===== src/rtl/lsu_pkg.sv =====
package lsu_pkg;
    localparam int ADDR_W = 32;
    localparam int OFS_W  = 16;
    localparam int LANES  = 4;
    localparam int BYTE_W = 8;
    localparam int DATA_W = LANES * BYTE_W;
    localparam int LANE_AW = $clog2(LANES);

    typedef struct packed {
        logic                mem_valid;
        logic                mem_we;
        logic [ADDR_W-1:0]   mem_addr;
        logic [LANES-1:0]    mem_be;
        logic [DATA_W-1:0]   mem_wdata;
        logic                misalign;
        logic [LANE_AW-1:0]  pend_lane;
        logic                pend_byte;
        logic                pend_signed;
        logic                ld_valid;
        logic [DATA_W-1:0]   ld_data;
    } lsu_state_t;
endpackage


===== src/rtl/lsu_agen.sv =====
module lsu_agen #(
    parameter int ADDR_W = 32,
    parameter int OFS_W  = 16
) (
    input  logic [ADDR_W-1:0] base,
    input  logic [OFS_W-1:0]  offset,
    output logic [ADDR_W-1:0] eff_addr
);
    localparam int EXT_W = ADDR_W - OFS_W;
    logic [ADDR_W-1:0] ofs_ext;

    always_comb begin
        ofs_ext  = {{EXT_W{offset[OFS_W-1]}}, offset};
        eff_addr = base + ofs_ext;
    end
endmodule


===== src/rtl/lsu_lane_ctl.sv =====
module lsu_lane_ctl #(
    parameter int LANES  = 4,
    parameter int BYTE_W = 8,
    localparam int DATA_W  = LANES * BYTE_W,
    localparam int LANE_AW = $clog2(LANES)
) (
    input  logic               is_byte,
    input  logic               is_store,
    input  logic [LANE_AW-1:0] lane,
    input  logic [DATA_W-1:0]  src,
    output logic               misaligned,
    output logic [LANES-1:0]   be,
    output logic [DATA_W-1:0]  wdata
);
    logic [LANES-1:0]  be_raw;
    logic [DATA_W-1:0] wd_raw;

    always_comb misaligned = !is_byte && (lane != '0);

    for (genvar g = 0; g < LANES; g++) begin : g_lane
        localparam int BIT = LANES - 1 - g;
        always_comb begin
            be_raw[BIT] = is_byte ? (lane == LANE_AW'(g)) : 1'b1;
            wd_raw[BIT*BYTE_W +: BYTE_W] =
                is_byte ? src[BYTE_W-1:0] : src[BIT*BYTE_W +: BYTE_W];
        end
    end

    always_comb begin
        be    = misaligned ? '0 : be_raw;
        wdata = is_store ? wd_raw : '0;
    end
endmodule


===== src/rtl/lsu_extract.sv =====
module lsu_extract #(
    parameter int LANES  = 4,
    parameter int BYTE_W = 8,
    localparam int DATA_W  = LANES * BYTE_W,
    localparam int LANE_AW = $clog2(LANES)
) (
    input  logic [DATA_W-1:0]  word,
    input  logic [LANE_AW-1:0] lane,
    input  logic               is_byte,
    input  logic               is_signed,
    output logic [DATA_W-1:0]  result
);
    logic [BYTE_W-1:0] lane_bytes [LANES];
    logic [BYTE_W-1:0] sel;
    logic              fill;

    for (genvar g = 0; g < LANES; g++) begin : g_pick
        always_comb lane_bytes[g] = word[(LANES-1-g)*BYTE_W +: BYTE_W];
    end

    always_comb begin
        sel    = lane_bytes[lane];
        fill   = is_signed & sel[BYTE_W-1];
        result = is_byte ? {{(DATA_W-BYTE_W){fill}}, sel} : word;
    end
endmodule


===== src/rtl/lsu_top.sv =====
module lsu_top
    import lsu_pkg::*;
(
    input  logic              clk,
    input  logic              rst_n,
    input  logic              req_valid,
    input  logic              req_store,
    input  logic              req_byte,
    input  logic              req_signed,
    input  logic [31:0]       req_base,
    input  logic [15:0]       req_offset,
    input  logic [31:0]       req_wsrc,
    input  logic              rsp_valid,
    input  logic [31:0]       rsp_word,
    output logic              mem_valid,
    output logic              mem_we,
    output logic [31:0]       mem_addr,
    output logic [3:0]        mem_be,
    output logic [31:0]       mem_wdata,
    output logic              misalign,
    output logic              ld_valid,
    output logic [31:0]       ld_data
);
    lsu_state_t st_d, st_q;

    logic [ADDR_W-1:0]  eff_addr;
    logic               mis_w;
    logic [LANES-1:0]   be_w;
    logic [DATA_W-1:0]  wd_w;
    logic [DATA_W-1:0]  ext_w;

    lsu_agen #(.ADDR_W(ADDR_W), .OFS_W(OFS_W)) u_agen (
        .base(req_base), .offset(req_offset), .eff_addr(eff_addr)
    );

    lsu_lane_ctl #(.LANES(LANES), .BYTE_W(BYTE_W)) u_lane (
        .is_byte(req_byte), .is_store(req_store),
        .lane(eff_addr[LANE_AW-1:0]), .src(req_wsrc),
        .misaligned(mis_w), .be(be_w), .wdata(wd_w)
    );

    lsu_extract #(.LANES(LANES), .BYTE_W(BYTE_W)) u_ext (
        .word(rsp_word), .lane(st_q.pend_lane), .is_byte(st_q.pend_byte),
        .is_signed(st_q.pend_signed), .result(ext_w)
    );

    always_comb begin
        st_d           = st_q;
        st_d.mem_valid = req_valid && !mis_w;
        st_d.misalign  = req_valid && mis_w;
        st_d.ld_valid  = rsp_valid;
        if (req_valid) begin
            st_d.mem_we    = req_store;
            st_d.mem_addr  = eff_addr;
            st_d.mem_be    = be_w;
            st_d.mem_wdata = wd_w;
            if (!req_store && !mis_w) begin
                st_d.pend_lane   = eff_addr[LANE_AW-1:0];
                st_d.pend_byte   = req_byte;
                st_d.pend_signed = req_signed;
            end
        end else begin
            st_d.mem_we = 1'b0;
            st_d.mem_be = '0;
        end
        if (rsp_valid) st_d.ld_data = ext_w;
    end

    always_ff @(posedge clk) begin
        if (!rst_n) st_q <= '0;
        else        st_q <= st_d;
    end

    always_comb begin
        mem_valid = st_q.mem_valid;
        mem_we    = st_q.mem_we;
        mem_addr  = st_q.mem_addr;
        mem_be    = st_q.mem_be;
        mem_wdata = st_q.mem_wdata;
        misalign  = st_q.misalign;
        ld_valid  = st_q.ld_valid;
        ld_data   = st_q.ld_data;
    end

    // registered address equals base plus sign-extended offset
    a_r2_addr: assert property (@(posedge clk) disable iff (!rst_n)
        req_valid |=> mem_addr == ($past(req_base) +
            {{(ADDR_W-OFS_W){$past(req_offset[OFS_W-1])}}, $past(req_offset)}));

    // aligned word access enables every lane
    a_r3_word_be: assert property (@(posedge clk) disable iff (!rst_n)
        req_valid && !req_byte && ((req_base[1:0] + req_offset[1:0]) == 2'b00)
        |=> mem_be == 4'hF && mem_valid);

    // misaligned word access raises the flag and sends nothing
    a_r4_misalign: assert property (@(posedge clk) disable iff (!rst_n)
        req_valid && !req_byte && ((req_base[1:0] + req_offset[1:0]) != 2'b00)
        |=> misalign && !mem_valid && mem_be == 4'h0);

    // byte access drives exactly one byte enable
    a_r5_byte_onehot: assert property (@(posedge clk) disable iff (!rst_n)
        req_valid && req_byte |=> $countones(mem_be) == 1);

    // load result valid follows the response by one cycle
    a_r9_ld_valid: assert property (@(posedge clk) disable iff (!rst_n)
        ld_valid == $past(rsp_valid));

    // loads never write
    a_r10_load_no_we: assert property (@(posedge clk) disable iff (!rst_n)
        req_valid && !req_store |=> !mem_we && mem_wdata == '0);
endmodule


===== config.mk =====
export PLATFORM = sky130hd
export DESIGN_NAME = lsu_top
export DESIGN_NICKNAME = d
export VERILOG_FILES = /design/src/rtl/lsu_pkg.sv /design/src/rtl/lsu_agen.sv /design/src/rtl/lsu_lane_ctl.sv /design/src/rtl/lsu_extract.sv /design/src/rtl/lsu_top.sv
export SDC_FILE = /design/constraint.sdc
export NUM_CORES = 1
export LEC_CHECK = 0
export ABC_AREA = 1
export BUFFER_PORTS_ARGS = -buffer_cell sky130_fd_sc_hd__buf_2
export CORE_UTILIZATION = 39
export CTS_BUF_LIST = sky130_fd_sc_hd__clkbuf_8 sky130_fd_sc_hd__clkbuf_16
export DETAILED_ROUTE_END_ITERATION = 6
export PLACE_DENSITY = 0.67
export SYNTH_ARGS = -nofsm -noshare
export SYNTH_HDL_FRONTEND = slang
export SYNTH_HIERARCHICAL = 1
export SYNTH_SLANG_ARGS = --single-unit

===== constraint.sdc =====
create_clock -name clk -period 4.8 [get_ports clk]
set_clock_uncertainty 0.15 [all_clocks]
set_input_delay 0.24 -clock clk [delete_from_list [all_inputs] [get_ports clk]]
set_output_delay 0.24 -clock clk [all_outputs]
set_load 0.005 [all_outputs]

==> out/qor.yml <==
cells_and_area:
  final_common_cell: "nand2_1"
  finalInstanceArea_um2: 8500
  seqCellArea_um2: 2160
  multi_input_area_um2: 4040
  n_antenna_cell: 0
  final_cell_mix: "nand2_1, nor2_1, buf_2, inv_1, dfxtp_1"
  fillers: 2170
  fin_nets: 1513
  drive_gt1_share_pct: 20.3
  area_growth_pct: 8.76
detailed_routing:
  viasPerCell: 4.67
  vias: 7626
  drtAntennaViolNets: 0
  routedWlPerCell_um: 12.9
  route.detailed.drc: 0
  wl_mm: 21.1
  dr.pass1.iters: 5
  drt-initial-drc-count: 452
timing:
  hold_viol: 0
  fmax_ghz: 0.496
  worst_slew_pin_slew_ns: 0.976
  tns_ns: 0
  period_needed_ns: 2.02
  slew_headroom_pct: 34.9
  final_max_slew_viol_count: 0
  min_period_over_period_pct: 42.0
  setup-violations-final: 0
  rsz0062_at_grt: "false"
clock_network:
  htreeDepth: 3
  cts-root-buf: "clkbuf_16"
  clkTransAtPathRegs_ns: 0.08
  cts_hold_buf: 0
  clkSinkCount: 108
  clk_latency_ns: 0.35
  clock_path_buffers: 2
  cts_tree: "done"
  cts_setup_buffers: 0
  cts_made_buffers: 9
  ctsResizeCount: 0
flow_run:
  drv_cap: 0
synth:
  syn_avg_cell_area_um2: 6.14
  synth_seq_cells: 108
  synth_cells: 1272
  ys_types: 30
  yosysWarnings: 6
  syn_nets: 1423
  netlist_area_um2: 7810
  ys_async_sr_fraction_pct: 0
  synth_edf_count: 0
  synth_flop_cell: "dfxtp_1"
  ys_seq_area_share_pct: 27.7
worst_setup_path:
  critical_path_class: "in2reg"
  worstSetupStartpointType: "input port"
  cp.arrival_ns: 2.12
  cp-end-kind: "flop"
  cp.required_ns: 4.90
  cp_max_fo: 8
global_route:
  grt_pass1_wl_mm: 32.8
  track_usage_pct: 20.2
  antenna_found_initial: 0
  grt-ovfl-total: 0
  grt_max_degree: 63
  grt_pass1_vias: 6828
power:
  powerDensity_nw_per_um2: 282
  cellLeakagePower_nw: 4.95
  irDropWorstVdd_mv: 0.164
place:
  io_buffers: 222
  place.gp.congestion: 0.921
  dp.final_hpwl_mm: 16.1
  placed_area_um2: 8210
floorplan:
  ios: 223
  core_um2: 19500
  die_w_um: 144
  die_h_um: 144
  die_area_um2: 20600
  start_util_pct: 40.0
  rows: 51
hold_path:
  hold_class: "in2reg"
outcome:
  status: "finished clean"
cells by family (layout without fill, tap and decap cells):
kind of cell	count (synthesis)	count (layout)	share of synthesized area, %
compound gates	165	165	10.7
fa+ha+maj	32	32	5.22
buf+inv	288	383	20.6
xor+xnor	16	16	1.79
simple gates	663	663	34.0
flops	108	108	27.7
routing by layer:
| metal | vias to the layer above | global-route usage, % | wire, um |
|---|---|---|---|
| li1 | 3992 | - | - |
| met1 | 3392 | 25.4 | 9530 |
| met2 | 221 | 34.9 | 9920 |
| met3 | 21 | 3.60 | 1350 |
| met4 | 0 | 6.16 | 336 |
| met5 | - | 0 | 0 |
where the power goes:
group | switching, mW | leakage (nW) | internal (mW) | total, mW
combinational | 0.400 | 3.91 | 0.250 | 0.650
clock | 0.381 | 0.145 | 0.366 | 0.747
sequential | 0.0370 | 0.895 | 0.964 | 1.00
through the flow:
stage | hold WS, ns | util, % | power (mW) | setup WS [ns] | instances
3_5_place_dp | 0.327 | 42.0 | 1.67 | 2.45 | 1616
5_1_grt | 0.0544 | 43.5 | 2.56 | 2.65 | 1632
6_report | 0.0538 | 43.5 | 2.40 | 2.78 | 1632
2_1_floorplan | 0.202 | - | 1.53 | 2.80 | 1272
3_3_place_gp | 0.313 | 42.0 | 1.67 | 2.48 | 1616
4_1_cts | 0.0373 | 43.5 | 2.43 | 2.83 | 1632
path summary, 6_finish.rpt:
kind	from	end	slack [ns]	cells after the start
worst max-delay path	req_offset[0]	st_q[35]$_SDFFE_PN0P_	2.78	9
worst min-delay path	req_wsrc[1]	mem_wdata[1]$_SDFFE_PN0P_	0.05	5
worst max register to register	st_q[35]$_SDFFE_PN0P_	ld_data[11]$_SDFFE_PN0P_	2.96	8
worst min register to register	ld_data[0]$_SDFFE_PN0P_	ld_data[0]$_SDFFE_PN0P_	0.34	2
synth_stat cells (all sizes together), types with 3 or more instances:
cell / n / area (um^2)
nor3: 5 / 35.0
ha: 31 / 388
clkbuf: 9 / 35.0
o21ai: 112 / 561
buf: 136 / 1030
nand3: 43 / 253
nand4: 3 / 18.8
a21oi: 50 / 254
nor2: 250 / 943
nand2: 361 / 1400
inv: 143 / 542
dfxtp: 108 / 2160
xor2: 14 / 123
cell type report:
cell class | instances | area share [%]
clock buffers | 9 | 2.65
repair buffers | 224 | 13.3
multi-input cells | 876 | 47.6
well taps | 265 | 3.90
inverters | 143 | 6.38
clock inverters | 7 | 0.795
flip-flops and latches | 108 | 25.4
state kept, by name, summed over array words and instances (netlist names):
signal	flops
ld_data	32
ld_valid	1
mem_addr	32
mem_be	4
mem_valid	1
mem_wdata	32
mem_we	1
misalign	1
st_q	4
critical path, cell delays in order:
cell     delay [ns]
buf_2          0.10
ha_1           0.25
fa_1           0.53
nor2_1         0.23
nor2_1         0.10
nor2_1         0.40
nand3_1        0.13
nand2_1        0.09
nor2_1         0.04
Power figures use the tool's default switching activity.
